==> config.mk <==
export PLATFORM = sky130hd
export DESIGN_NAME = cfgld_loader
export DESIGN_NICKNAME = d
export VERILOG_FILES = /design/src/rtl/cfgld_pkg.sv /design/src/rtl/cfgld_ctrl.sv /design/src/rtl/cfgld_chain.sv /design/src/rtl/cfgld_loader.sv
export SDC_FILE = /design/constraint.sdc
export NUM_CORES = 1
export LEC_CHECK = 0
export ABC_AREA = 1
export CAP_MARGIN = 20
export CORE_MARGIN = 2
export CORE_UTILIZATION = 50
export CTS_BUF_LIST = sky130_fd_sc_hd__clkbuf_4
export DETAILED_ROUTE_END_ITERATION = 6
export PLACE_DENSITY = 0.8
export SYNTH_ARGS = -nofsm -noshare
export SYNTH_HDL_FRONTEND = slang
export SYNTH_SLANG_ARGS = --single-unit
==> constraint.sdc <==
create_clock -name clk -period 1.75 [get_ports clk]
set_input_delay 0.35 -clock clk [delete_from_list [all_inputs] [get_ports clk]]
set_output_delay 0.35 -clock clk [all_outputs]
set_load 0.02 [all_outputs]
==> src/rtl/cfgld_pkg.sv <==
package cfgld_pkg;

    typedef enum logic [1:0] {
        LD_IDLE  = 2'd0,
        LD_SHIFT = 2'd1,
        LD_DONE  = 2'd2
    } ld_state_e;

    typedef struct packed {
        logic en;
        logic din;
    } shift_cmd_t;

    function automatic int cnt_bits(input int n);
        return (n < 2) ? 1 : $clog2(n);
    endfunction

endpackage

==> src/rtl/cfgld_ctrl.sv <==
module cfgld_ctrl
    import cfgld_pkg::*;
#(
    parameter int CHAIN_LEN = 367
) (
    input  logic       clk,
    input  logic       rst,
    input  logic       bist_done_i,
    input  logic       bit_vld_i,
    input  logic       bit_i,
    output logic       shift_req_o,
    output shift_cmd_t cmd_o,
    output logic       done_o
);
    localparam int CNT_W = cnt_bits(CHAIN_LEN);
    localparam logic [CNT_W-1:0] LAST = CNT_W'(CHAIN_LEN - 1);

    ld_state_e        state, state_nx;
    logic [CNT_W-1:0] cnt;
    logic             accept;
    logic             at_last;

    assign shift_req_o = (state == LD_SHIFT);
    assign accept      = shift_req_o & bit_vld_i;
    assign at_last     = (cnt == LAST);
    assign done_o      = (state == LD_DONE);
    assign cmd_o       = '{en: accept, din: bit_i};

    always_comb begin
        state_nx = state;
        case (state)
            LD_IDLE:  if (bist_done_i) state_nx = LD_SHIFT;
            LD_SHIFT: if (accept && at_last) state_nx = LD_DONE;
            LD_DONE:  state_nx = LD_DONE;
            default:  state_nx = LD_IDLE;
        endcase
    end

    always_ff @(posedge clk) begin
        if (rst) begin
            state <= LD_IDLE;
            cnt   <= '0;
        end else begin
            state <= state_nx;
            if (accept) cnt <= at_last ? '0 : cnt + 1'b1;
        end
    end

    p_cnt_bound_r4: assert property (@(posedge clk) disable iff (rst)
        cnt <= LAST);

    p_stall_hold_r3: assert property (@(posedge clk) disable iff (rst)
        (state == LD_SHIFT && !bit_vld_i) |=> ($stable(cnt) && state == LD_SHIFT));

    p_last_done_r4: assert property (@(posedge clk) disable iff (rst)
        (accept && at_last) |=> done_o);

    p_idle_wait_r2: assert property (@(posedge clk) disable iff (rst)
        (state == LD_IDLE && !bist_done_i) |=> !shift_req_o);

    p_write_once_r7: assert property (@(posedge clk) disable iff (rst)
        done_o |=> done_o);

endmodule

==> src/rtl/cfgld_chain.sv <==
module cfgld_chain
    import cfgld_pkg::*;
#(
    parameter int USED_W = 304
) (
    input  logic              clk,
    input  logic              rst,
    input  shift_cmd_t        cmd_i,
    output logic [USED_W-1:0] q_o
);
    logic [USED_W-1:0] sreg;

    generate
        if (USED_W == 1) begin : g_single
            always_ff @(posedge clk) begin
                if (rst)           sreg <= '0;
                else if (cmd_i.en) sreg <= cmd_i.din;
            end
        end else begin : g_multi
            always_ff @(posedge clk) begin
                if (rst)           sreg <= '0;
                else if (cmd_i.en) sreg <= {sreg[USED_W-2:0], cmd_i.din};
            end
        end
    endgenerate

    assign q_o = sreg;

    p_chain_hold_r3: assert property (@(posedge clk) disable iff (rst)
        !cmd_i.en |=> $stable(sreg));

endmodule

==> src/rtl/cfgld_loader.sv <==
module cfgld_loader
    import cfgld_pkg::*;
#(
    parameter int CHAIN_LEN = 367,
    parameter int USED_W    = 304
) (
    input  logic              clk,
    input  logic              rst,
    input  logic              bist_done_i,
    input  logic              rom_bit_i,
    input  logic              rom_vld_i,
    output logic [USED_W-1:0] cfg_o,
    output logic              rom_shift_req_o,
    output logic              load_done_o
);
    shift_cmd_t        cmd;
    logic [USED_W-1:0] chain_q;
    logic              done;

    cfgld_ctrl #(.CHAIN_LEN(CHAIN_LEN)) u_ctrl (
        .clk         (clk),
        .rst         (rst),
        .bist_done_i (bist_done_i),
        .bit_vld_i   (rom_vld_i),
        .bit_i       (rom_bit_i),
        .shift_req_o (rom_shift_req_o),
        .cmd_o       (cmd),
        .done_o      (done)
    );

    cfgld_chain #(.USED_W(USED_W)) u_chain (
        .clk   (clk),
        .rst   (rst),
        .cmd_i (cmd),
        .q_o   (chain_q)
    );

    assign load_done_o = done;
    assign cfg_o       = done ? chain_q : '0;

    p_req_done_excl_r4: assert property (@(posedge clk) disable iff (rst)
        !(rom_shift_req_o && load_done_o));

    p_cfg_frozen_r7: assert property (@(posedge clk) disable iff (rst)
        (load_done_o && $past(load_done_o)) |-> $stable(cfg_o));

endmodule

# --- Yosys cells after proc, flatten, opt, wreduce, memory -nomap -nowiden ---
# Index checks and enable logic that the tools add are counted.
classes:
  add_sub_neg: 1
  eq_ne: 5
  mux: 5
  n_bitwise: 1
  n_reduce_logical: 3
op_table:
  columns: ["operator", "n"]
  rows:
  - ["304-bit 2-to-1 mux", 1]
  - ["9-bit by 1-bit adder with 9-bit output (second input constant)", 1]
  - ["9-bit equality test (second input constant)", 1]
  - ["9-bit 2-to-1 mux", 1]
  - ["2-bit one-hot mux with 3 select lines", 1]
  - ["2-bit 2-to-1 mux", 2]
  - ["2-bit inequality test (second input constant)", 2]
  - ["2-bit by 1-bit equality test with 1-bit output (second input constant)", 1]
  - ["2-bit equality test (second input constant)", 1]
  - ["2-bit zero test", 1]
  - ["2-bit AND reduction", 1]
  - ["1-bit bitwise AND", 1]
  - ["1-bit logical AND", 1]
totals:
  reg_bits: 315

# --- Depth between registers and ports, before layout ---
logic_depth:
  depth_word: 5
  depth_mapped: 10
  mapped_depth_nobuf: 9

# --- Modules after synthesis ---
# Synthesis repeated with hierarchy kept, for this count alone.
unflattened:
  cells_unflattened: 2663
  hier_area_um2: 15566.2
by_module_without_submodules:
  columns: ["mod", "n_inst", "cells_per_inst", "area_per_inst_um2", "seq_area_each_um2"]
  rows:
  - ["cfgld_chain", 1, 1926, 12344.3, 6085.8]
  - ["cfgld_loader", 1, 642, 2534.9, 0.0]
  - ["cfgld_ctrl", 1, 95, 686.9, 220.2]

# --- Worst setup path before layout ---
# Ideal clock, no wire load.
synth_path:
  path_type: "reg2out"
  from: "register u_ctrl.state[0]"
  to: "output port cfg_o[243]"
  arrival_ns: 1.435
  setup_slack_ns: -0.035
  stages_incl_launch_ff: 8
  path_cell_list: "dfxtp_1 inv_1 ha_1 clkbuf_1 buf_2 buf_2 nand2_1 inv_1"
synth_via:
  elab_chain_len: 2
synth_rtl:
  columns: ["item", "line", "text"]
  rows:
  - ["start, declared", "cfgld_ctrl.sv:18", "ld_state_e state, state_nx;"]
  - ["start signal, assigned", "cfgld_ctrl.sv:44", "state <= state_nx;"]
  - ["2-bit equality test", "cfgld_ctrl.sv:26", "assign done_o = (state == LD_DONE);"]
  - ["via load_done_o", "cfgld_loader.sv:14", "output logic load_done_o"]
  - ["304-bit 2-to-1 mux", "cfgld_loader.sv:39", "assign cfg_o = done ? chain_q : '0;"]
  - ["end, declared", "cfgld_loader.sv:12", "output logic [USED_W-1:0] cfg_o,"]
# The timed path passes the listed nets, and every way through them passes these cells.

# --- Worst setup path after layout ---
layout_path:
  from: "register u_ctrl.state[0]"
  to: "output port cfg_o[303]"
layout_via:
  elab_chain_len: 2
layout_rtl:
  columns: ["item", "line"]
  rows:
  - ["2-bit equality test", "cfgld_ctrl.sv:26"]
  - ["304-bit 2-to-1 mux", "cfgld_loader.sv:39"]
# No other way between the ends.

==> results.ini <==
[run_status]
status=finished, violations left
violations=negative setup slack

[power]
powerDensity_nw_per_um2=1310
power_frac_seq_pct=42.5
p_clk_share_pct=26.7
switching_share_pct=36.5
p_leak_nw=9.52
switchingPower_mw=8.78
peakVddDrop_mv=0.679
combPwrFrac_pct=30.8
internal_power_mw=15.3

[global_routing]
grt_max_degree=164
overflow=0
grt_pass1_wl_mm=57.8
grt_usage_pct=24.0
grt_pass1_vias=12446
antenna_found_initial=1

[clock_network]
cts.sinks=315
hold_buffers=0
clock_path_buffers=3
clkTransAtPathRegs_ns=0.06
cts_max_level=3
post_cts_buffers=0
clock_latency_ns=0.69
root_buffer=clkbuf_4
numCtsBuffers=80
cts_tree=yes

[synthesis]
syn_inst=2049
avgSynthCellArea_um2=6.60
syn_area_um2=13500
synth-seq-cells=315
synthesis.nets=2059
ys_seq_area_share_pct=46.6
ys_types=24
ys_warn_count=0

[setup_path]
worstRegToRegCells=8
end_kind=primary output
reg2reg_to=u_chain.q_o[159]$_SDFFE_PP0P_
cp.required_ns=1.40
path_buf_inv=5
critPathLaunchType=register
critPathMaxStageDelay_ns=0.33
arrival_ns=1.98
r2r_slack_ns=-0.15
crit_chain=inv_2, ha_4, buf_12, buf_4, nand2_1, inv_1, clkdlybuf4s15_2
rr_startpoint=u_ctrl.state[1]$_SDFFE_PP0P_
cp_max_fo=16
path_delay_family=buffers and inverters
crit_type=register to primary output
slowest_stage=dfxtp_2

[timing]
slew_viol_final=0
tightestPinTransition_ns=0.605
hold_viol=0
hold_ws_ns=0.336
min_period_ns=2.33
skew_ns=0.0573
setup_viol=436
grt_setup_unrepaired=yes
timing.slew.headroom_pct=59.7
setup_ws_ns=-0.581
min_period_over_period_pct=133
fmax_mhz=429

[route]
ant_nets=0
wirelength_mm=35.1
via_count=13358
avgViaCountPerCell=4.83
dr.pass1.iters=5
drc=0
wl_per_cell_um=12.7
first_iter_violations=1117

[placement]
gp_congestion=0.853
portBuffers=310
dp_cells=2619
place_hpwl_mm=23.0

[cells_and_area]
layout.cells.non_filler=2764
drive_gt1_share_pct=21.0
fin_util_pct=68.5
fin_nets=2370
mostFrequentLayoutCells=621 x nor2_1, 325 x nand2_1, 314 x dfxtp_1
mostFrequentLayoutCell=nor2_1
syn_to_final_growth_pct=35.3

[hold_path]
hp-class=primary input to register
min_path_cells=3
holdPathEnd=u_chain.q_o[0]$_SDFFE_PP0P_
hp-start=rom_bit_i

[die]
dieHeight_um=168
row_count=60
dieArea_um2=28400
coreArea_um2=26700
fp.dieW_um=168
pin_count=311
start_util_pct=50.6

[run]
cap_violations=0

==> per-stage QoR <==
step / TNS [ns] / power [mW] / worst slack, ns / area [um2]
6_report: -160.53 / 24.0 / -0.581 / 18300
5_1_grt: -218.54 / 25.7 / -0.695 / 18300
4_1_cts: -183.57 / 24.1 / -0.641 / 18400
3_5_place_dp: -83.40 / 17.7 / -0.317 / 17000
3_3_place_gp: -70.02 / 17.4 / -0.295 / 17000
2_1_floorplan: 0 / 15.1 / 0.00957 / 13500
==> cells by family (layout without fill, tap and decap cells) <==
group | Yosys count | count (layout) | synth area share, %
simple gates | 962 | 962 | 27.0
xor+xnor | 2 | 2 | 0.130
other cells | 0 | 2 | 0
fa+ha+maj | 5 | 5 | 0.463
flops | 315 | 315 | 46.6
buf+inv | 455 | 827 | 14.3
compound gates | 310 | 310 | 11.5
==> how the worst max path moves through the flow <==
| stage | from | end | slack [ns] | cells after the start |
|---|---|---|---|---|
| floorplan | u_ctrl.state[0]$_SDFFE_PP0P_ | cfg_o[243] | 0.01 | 7 |
| global placement | u_ctrl.state[0]$_SDFFE_PP0P_ | cfg_o[231] | -0.30 | 7 |
| detailed placement | u_ctrl.state[0]$_SDFFE_PP0P_ | cfg_o[231] | -0.32 | 7 |
| CTS | u_ctrl.state[0]$_SDFFE_PP0P_ | cfg_o[138] | -0.64 | 7 |
| global route | u_ctrl.state[0]$_SDFFE_PP0P_ | cfg_o[102] | -0.69 | 7 |
| finish | u_ctrl.state[0]$_SDFFE_PP0P_ | cfg_o[303] | -0.58 | 7 |
==> layer usage <==
metal / wire length [um] / track usage (%) / part of all wire (%)
met1: 15300 / 29.8 / 44
met2: 16500 / 40.3 / 47
met3: 2330 / 5.35 / 6.6
met4: 973 / 10.4 / 2.8
met5: 0 / 0 / 0
==> sequential cells by signal (all words and copies together), names as in the netlist <==
| name | count |
|---|---|
| u_chain.q_o | 304 |
| u_ctrl.state | 2 |
| u_ctrl.cnt | 9 |
==> cell type report <==
| type | instances | area [um2] |
|---|---|---|
| diodes | 2 | 5.00 |
| clock buffers | 120 | 901 |
| flip-flops and latches | 315 | 6310 |
| fillers | 2211 | 8430 |
| multi-input cells | 1279 | 5300 |
| well taps | 341 | 427 |
| clock inverters | 23 | 158 |
| repair buffers | 364 | 3980 |
| inverters | 320 | 1210 |
==> worst register-to-register path: stages, from the launching register on <==
cell and delay, ns:
dfxtp_1 0.37, buf_4 0.13, inv_1 0.04, ha_1 0.19
buf_4 0.15, nand2_4 0.11, buf_12 0.43, o21ai_0 0.29
nor2_1 0.12
==> cell usage after synthesis (all sizes together) <==
library cell  count  share of area [%]
nor3              3               0.19
nor3b             1              0.056
a21oi             5               0.18
clkbuf           51                1.5
nor2            621                 17
dfxtp           315                 47
inv             320                8.9
xnor2             1              0.065
o21ai           304                 11
or2               1              0.046
ha                5               0.46
buf              84                3.9
nand3             7               0.26
nand2           327                9.1
a211oi            1              0.056
nand4             2              0.092
xor2              1              0.065
==> power by group through the flow <==
stage | clock network, mW | logic [mW] | registers, mW
2_1_floorplan | 0 | 5.20 | 9.87
3_3_place_gp | 0 | 7.10 | 10.3
3_5_place_dp | 0 | 7.34 | 10.3
4_1_cts | 6.57 | 7.32 | 10.2
5_1_grt | 6.95 | 8.32 | 10.4
6_report | 6.42 | 7.41 | 10.2
==> timing repair <==
action                      CTS  global route
gates resized for setup    1002           165
setup endpoints to repair   428           504
pin swaps                     0             0
(Power assumes the default switching activity.)
